### src/rtl/bsched_pkg.sv
package bsched_pkg;
  typedef enum logic [1:0] {
    MODE_STA  = 2'd0,
    MODE_IBSS = 2'd1,
    MODE_AP   = 2'd2,
    MODE_MESH = 2'd3
  } bs_mode_e;

  localparam int NUM_TMR  = 4;
  localparam int TMR_NBTT = 0;
  localparam int TMR_DBA  = 1;
  localparam int TMR_SWBA = 2;
  localparam int TMR_ATIM = 3;
endpackage

### src/rtl/bsched_init.sv
module bsched_init
  import bsched_pkg::*;
#(
  parameter int TW         = 16,
  parameter int FRAC_SHIFT = 3,
  parameter int DMA_RESP   = 2,
  parameter int SW_RESP    = 10
) (
  input  bs_mode_e                     mode,
  input  logic [TW-1:0]                next_tu,
  output logic [NUM_TMR-1:0][TW-1:0]   vals
);
  logic [TW-1:0] dba_tu;
  logic [TW-1:0] swba_tu;

  always_comb begin
    dba_tu  = next_tu - TW'(DMA_RESP);
    swba_tu = next_tu - TW'(SW_RESP);
    vals[TMR_ATIM] = next_tu + TW'(1);
    case (mode)
      MODE_STA: begin
        vals[TMR_NBTT] = next_tu;
        vals[TMR_DBA]  = next_tu << FRAC_SHIFT;
        vals[TMR_SWBA] = '1;
      end
      MODE_IBSS: begin
        vals[TMR_NBTT] = next_tu;
        vals[TMR_DBA]  = dba_tu << FRAC_SHIFT;
        vals[TMR_SWBA] = swba_tu << FRAC_SHIFT;
      end
      default: begin
        vals[TMR_NBTT] = '0;
        vals[TMR_DBA]  = dba_tu << FRAC_SHIFT;
        vals[TMR_SWBA] = swba_tu << FRAC_SHIFT;
      end
    endcase
  end
endmodule

### src/rtl/bsched_timer.sv
module bsched_timer #(
  parameter int TW         = 16,
  parameter int STEP_SHIFT = 0
) (
  input  logic          clk,
  input  logic          rst,
  input  logic          en,
  input  logic          load,
  input  logic [TW-1:0] load_val,
  input  logic [TW-1:0] cnt,
  input  logic [TW-1:0] intval,
  output logic [TW-1:0] val_q,
  output logic          fire_q
);
  logic [TW-1:0] step;
  logic          match;

  assign step  = intval << STEP_SHIFT;
  assign match = en && !load && (cnt == val_q);

  always_ff @(posedge clk) begin
    if (rst) begin
      val_q  <= '0;
      fire_q <= 1'b0;
    end else begin
      fire_q <= match;
      if (load)
        val_q <= load_val;
      else if (match)
        val_q <= val_q + step;
    end
  end

  AST_LOAD_WINS: assert property (@(posedge clk) disable iff (rst)
    (!$past(rst) && $past(load)) |-> (val_q == $past(load_val) && !fire_q));
  AST_ADVANCE_ON_FIRE: assert property (@(posedge clk) disable iff (rst)
    (!$past(rst) && fire_q) |-> (val_q == $past(val_q) + $past(step)));
  AST_HOLD_UNLESS_FIRE: assert property (@(posedge clk) disable iff (rst)
    (!$past(rst) && !$past(load) && !fire_q) |-> $stable(val_q));
  AST_SILENT_UNARMED: assert property (@(posedge clk) disable iff (rst)
    (!$past(rst) && !$past(en)) |-> !fire_q);
endmodule

### src/rtl/bsched_wincheck.sv
module bsched_wincheck #(
  parameter int TW         = 16,
  parameter int FRAC_SHIFT = 3,
  parameter int DMA_RESP   = 2
) (
  input  logic          clk,
  input  logic          rst,
  input  logic [TW-1:0] nbtt,
  input  logic [TW-1:0] dba,
  input  logic [TW-1:0] atim,
  input  logic [TW-1:0] intval,
  output logic          ok_q
);
  localparam int WRAP = 1 << TW;

  function automatic logic span_ok(input int a, input int b, input int w, input int iv);
    return (b - a == w) || (a - b == iv - w) ||
           ((a | WRAP) - b == iv - w) || ((b | WRAP) - a == w);
  endfunction

  logic [TW-1:0] dba_tu;
  logic          ok_d;

  always_comb begin
    dba_tu = dba >> FRAC_SHIFT;
    ok_d = span_ok(int'(nbtt), int'(atim), 1, int'(intval)) &&
           span_ok(int'(dba_tu), int'(nbtt), DMA_RESP, int'(intval));
  end

  always_ff @(posedge clk) begin
    if (rst) ok_q <= 1'b0;
    else     ok_q <= ok_d;
  end
endmodule

### src/rtl/beacon_sched_top.sv
module beacon_sched_top
  import bsched_pkg::*;
#(
  parameter int TSF_W      = 64,
  parameter int TW         = 16,
  parameter int TU_SHIFT   = 10,
  parameter int FRAC_SHIFT = 3,
  parameter int DMA_RESP   = 2,
  parameter int SW_RESP    = 10
) (
  input  logic             clk,
  input  logic             rst,
  input  logic [TSF_W-1:0] tsf_i,
  input  logic             init_i,
  input  logic [1:0]       init_mode_i,
  input  logic [TW-1:0]    init_next_i,
  input  logic [TW-1:0]    init_intval_i,
  output logic [3:0]       fire_o,
  output logic [TW-1:0]    tmr_nbtt_o,
  output logic [TW-1:0]    tmr_dba_o,
  output logic [TW-1:0]    tmr_swba_o,
  output logic [TW-1:0]    tmr_atim_o,
  output logic             win_ok_o
);
  localparam int FRAC_UNIT_SHIFT = TU_SHIFT - FRAC_SHIFT;

  logic [TW-1:0]              tu_cnt;
  logic [TW-1:0]              fr_cnt;
  logic                       tsf_unused;
  logic [NUM_TMR-1:0][TW-1:0] init_vals;
  logic [NUM_TMR-1:0][TW-1:0] tmr_q;
  logic [TW-1:0]              intval_q;
  logic                       armed_q;

  assign tu_cnt     = tsf_i[TU_SHIFT +: TW];
  assign fr_cnt     = tsf_i[FRAC_UNIT_SHIFT +: TW];
  assign tsf_unused = ^{tsf_i[FRAC_UNIT_SHIFT-1:0], tsf_i[TSF_W-1:TU_SHIFT+TW]};

  always_ff @(posedge clk) begin
    if (rst) begin
      intval_q <= '0;
      armed_q  <= 1'b0;
    end else if (init_i) begin
      intval_q <= init_intval_i;
      armed_q  <= 1'b1;
    end
  end

  bsched_init #(
    .TW(TW), .FRAC_SHIFT(FRAC_SHIFT), .DMA_RESP(DMA_RESP), .SW_RESP(SW_RESP)
  ) u_init (
    .mode    (bs_mode_e'(init_mode_i)),
    .next_tu (init_next_i),
    .vals    (init_vals)
  );

  for (genvar g = 0; g < NUM_TMR; g++) begin : g_tmr
    localparam bit FRAC = (g == TMR_DBA) || (g == TMR_SWBA);
    bsched_timer #(
      .TW(TW), .STEP_SHIFT(FRAC ? FRAC_SHIFT : 0)
    ) u_tmr (
      .clk      (clk),
      .rst      (rst),
      .en       (armed_q),
      .load     (init_i),
      .load_val (init_vals[g]),
      .cnt      (FRAC ? fr_cnt : tu_cnt),
      .intval   (intval_q),
      .val_q    (tmr_q[g]),
      .fire_q   (fire_o[g])
    );
  end

  bsched_wincheck #(
    .TW(TW), .FRAC_SHIFT(FRAC_SHIFT), .DMA_RESP(DMA_RESP)
  ) u_win (
    .clk    (clk),
    .rst    (rst),
    .nbtt   (tmr_q[TMR_NBTT]),
    .dba    (tmr_q[TMR_DBA]),
    .atim   (tmr_q[TMR_ATIM]),
    .intval (intval_q),
    .ok_q   (win_ok_o)
  );

  assign tmr_nbtt_o = tmr_q[TMR_NBTT];
  assign tmr_dba_o  = tmr_q[TMR_DBA];
  assign tmr_swba_o = tmr_q[TMR_SWBA];
  assign tmr_atim_o = tmr_q[TMR_ATIM];

  AST_ATIM_FOLLOWS_BEACON: assert property (@(posedge clk) disable iff (rst)
    (!$past(rst) && $past(init_i) && ($past(init_mode_i) < 2'd2)) |->
      (tmr_atim_o == tmr_nbtt_o + TW'(1)));
  AST_NO_FIRE_AFTER_RESET: assert property (@(posedge clk) disable iff (rst)
    $past(rst) |-> (fire_o == 4'b0 && !win_ok_o));
endmodule

### config.mk
export PLATFORM = sky130hd
export DESIGN_NAME = beacon_sched_top
export DESIGN_NICKNAME = d
export VERILOG_FILES = /design/src/rtl/bsched_pkg.sv /design/src/rtl/bsched_init.sv /design/src/rtl/bsched_timer.sv /design/src/rtl/bsched_wincheck.sv /design/src/rtl/beacon_sched_top.sv
export SDC_FILE = /design/constraint.sdc
export NUM_CORES = 1
export LEC_CHECK = 0
export ABC_CLOCK_PERIOD_IN_PS = 11800
export CAP_MARGIN = 40
export CORE_UTILIZATION = 50
export DETAILED_ROUTE_END_ITERATION = 16
export DONT_BUFFER_PORTS = 1
export PLACE_DENSITY_LB_ADDON = 0.08
export SKIP_LAST_GASP = 1
export SLEW_MARGIN = 20
export SYNTH_ARGS = -nofsm -noshare
export SYNTH_HDL_FRONTEND = slang
export SYNTH_HIERARCHICAL = 1
export SYNTH_SLANG_ARGS = --single-unit
### constraint.sdc
create_clock -name clk -period 11.8 [get_ports clk]
set_clock_uncertainty 0.1 [all_clocks]
set_input_delay 2.36 -clock clk [delete_from_list [all_inputs] [get_ports clk]]
set_output_delay 2.36 -clock clk [all_outputs]
set_load 0.01 [all_outputs]
==> metrics.cfg <==
[run_status]
status=finished clean

[floorplan]
die_y_um=153
core_area_mm2=0.0220
die_width_um=153
num_rows=54
pin_count=170
start_util_pct=51.6
dieArea_mm2=0.0233

[synthesis]
synthArstFlopShare_pct=0
synth_seq_cells=86
synth.distinct_cells=100
ys_top_cells_by_area=dfxtp_1 (15%), ha_1 (13%), xnor2_1 (11%), xor2_1 (5.7%), nand2_1 (4.5%)
synth-edff-count=0
synthCells=1469
ys.flop_type=dfxtp_1
ys_seq_area_share_pct=15.1
synth_top_cell_by_area=dfxtp_1
synth.yosys.warnings=6
syn_area_per_cell_um2=7.74
synth.top_cell.area_share_pct=15.1
syn-cell-area_mm2=0.0114

[global_routing]
antenna_found_initial=1
grt_first_pass_wirelength_um=61500
grt_max_degree=101
first_global_vias=10200
grtUsageTotal_pct=34.7
grt-ovfl-total=0

[worst_hold_path]
hp-start=g_tmr[2].u_tmr/val_q[1]
min_path_cells=2
hold_end=g_tmr[2].u_tmr/val_q[1]
hold_path.class=reg2reg

[route]
avgViaCountPerCell=6.44
wirelength_um=41200
antenna_left=0
route.vias.total=11000
remaining_drc_errors=0
post_drt_wl_per_cell_um=24.1
drt_first_pass_iters=7
drt-initial-drc-count=925

[critical_path]
criticalPathCategory=reg2reg
crit_path_max_incr_delay_ns=0.67
reg2reg_depth=16
rrSetupSlack_ns=6.50
crit_required_ns=11.98
start_kind=register
cp_data_arrival_time_ns=5.48
r2r_start=g_tmr[0].u_tmr/val_q[2]
cp-end-kind=register
critPathSlowestCell=dfxtp_1
cp_cell_sequence=inv_1, ha_1, a21oi_1, nor2_1, o21ai_0, a221oi_1, a41oi_1, or4_1, ha_1, o22ai_1, a221o_1, nor4_1, nand4_1, nor4_1, o2111ai_1, a22oi_1
reg2reg_to=u_win/ok_q
cp_max_fo=7

[timing]
hold_viol=0
min_period_ns=5.30
rsz0062_at_grt=false
setup_viol=0
worst_pin_slew_ns=0.900
drv_slew=0
max_freq_ghz=0.189
fin_tns_setup_ns=0
fin_crit_sh_pct=44.9
slew_headroom_pct=40.0
layout_setup_ws_ns=6.50

[power_and_ir_drop]
combPwrFrac_pct=41.4
p_leak_nw=4.93
power_frac_seq_pct=32.0
clkPwrFrac_pct=26.6
vdd_drop_max_mv=0.0599
pwr_density_cell_mw_per_mm2=94.0
p_switching_w=0.000448
swShare_pct=40.7
internal-power_w=0.000653

[clocking]
cts_tree=done
root_buffer=clkbuf_16
clock_sinks=86
postCtsSetupBuffers=0
insertion_delay_ns=0.36
h-tree-depth=3
cts_made_buffers=9
postCtsHoldBufs=0
cts.path.max_buffers=2
clkTransAtPathRegs_ns=0.08
cts_resized=0

[placement]
portBuffers=0
hpwl_um=30800
place_ws_ns=6.76
gp_congestion=0.991
post_dp_cell_area_mm2=0.0114

[layout]
multi_input_area_mm2=0.00892
n_fill_cell=2217
seqCellArea_mm2=0.00172
nets=1653
final_cell_mix=xnor2_1 (147), nand2_1 (136), ha_1 (119)
syn_to_final_growth_pct=3.09
final_area_mm2=0.0117
fin_util_pct=53.2
drive_gt1_share_pct=5.52
final_common_cell=xnor2_1

[run]
cap_viol_max_count=0

through the flow:
stage	total power (W)	std cells	hold WS (ns)
floorplan	0.000712	1471	0.393
global placement	0.000799	1694	0.465
detailed placement	0.000802	1694	0.469
CTS	0.00110	1710	0.484
global route	0.00116	1711	0.518
finish	0.00110	1712	0.485
Yosys cell counts, types with 9 or more instances:
| cell type | number |
|---|---|
| a211oi_1 | 17 |
| a21o_1 | 29 |
| a21oi_1 | 94 |
| a22oi_1 | 24 |
| a31oi_1 | 25 |
| and3_1 | 14 |
| buf_2 | 14 |
| buf_4 | 11 |
| clkbuf_1 | 36 |
| dfxtp_1 | 86 |
| ha_1 | 119 |
| inv_1 | 78 |
| mux2i_1 | 33 |
| nand2_1 | 136 |
| nand2b_1 | 9 |
| nand3_1 | 43 |
| nand3b_1 | 9 |
| nand4_1 | 29 |
| nor2_1 | 105 |
| nor2b_1 | 24 |
| nor3_1 | 31 |
| nor4_1 | 17 |
| o211ai_1 | 9 |
| o21a_1 | 14 |
| o21ai_0 | 46 |
| o221ai_1 | 9 |
| o22ai_1 | 9 |
| or3_1 | 9 |
| xnor2_1 | 147 |
| xor2_1 | 74 |
final cells by class:
type / instances / area share [%]
timing repair buffer: 20 / 1.28
antenna: 1 / 0.0214
inverter: 79 / 2.53
clock buffer: 9 / 1.92
multi-input combinational: 1230 / 76.1
sequential: 86 / 14.7
clock inverter: 7 / 0.470
tap: 280 / 2.99
power by group through the flow:
stage          clock (W)  sequential, W  combinational, W
2_1_floorplan          0       0.000344          0.000368
3_3_place_gp           0       0.000358          0.000440
3_5_place_dp           0       0.000359          0.000444
4_1_cts         0.000298       0.000352          0.000447
5_1_grt         0.000308       0.000353          0.000500
6_report        0.000293       0.000353          0.000456
how the worst max path moves through the flow:
stage	from	to	slack [ns]	cells past startpoint
2_1_floorplan	init_next_i[2]	g_tmr[1].u_tmr/val_q[14]	7.75	10
3_3_place_gp	g_tmr[0].u_tmr/val_q[2]	u_win/ok_q	6.77	16
3_5_place_dp	g_tmr[0].u_tmr/val_q[5]	u_win/ok_q	6.76	19
4_1_cts	g_tmr[0].u_tmr/val_q[2]	u_win/ok_q	6.73	16
5_1_grt	g_tmr[0].u_tmr/val_q[4]	u_win/ok_q	6.12	19
6_report	g_tmr[0].u_tmr/val_q[2]	u_win/ok_q	6.50	16
worst max-delay path, delay by kind of cell (launching register included):
kind                     cells  cell delay (ns)
buffers and inverters        1             0.19
AND/OR/NAND/NOR              5             1.66
AO/OA/AOI/OAI                8             1.83
flip-flops                   1             0.67
adder cells (fa/ha/maj)      2             0.77
cells by family (layout without fill, tap and decap cells):
kind of cell	Yosys count	after routing	share of synthesized area, %
mux	35	35	3.20
other cells	1	4	0.0330
compound gates	357	357	21.3
xor+xnor	222	222	17.2
simple gates	487	487	22.4
buf+inv	155	115	6.47
flops	86	86	15.1
fa+ha+maj	126	126	14.3
metal layers:
metal	part of all wire, %	GRT usage [%]
met1	42	45.1
met2	44	54.8
met3	9.3	8.56
met4	3.9	14.3
met5	0	0
flip-flops by register name, summed over array words and instances (netlist names):
signal / flops
intval_q: 16
armed_q: 1
g_tmr.u_tmr/fire_q: 4
u_win/ok_q: 1
g_tmr.u_tmr/val_q: 64
No activity file was read; power rests on OpenSTA's default activity.
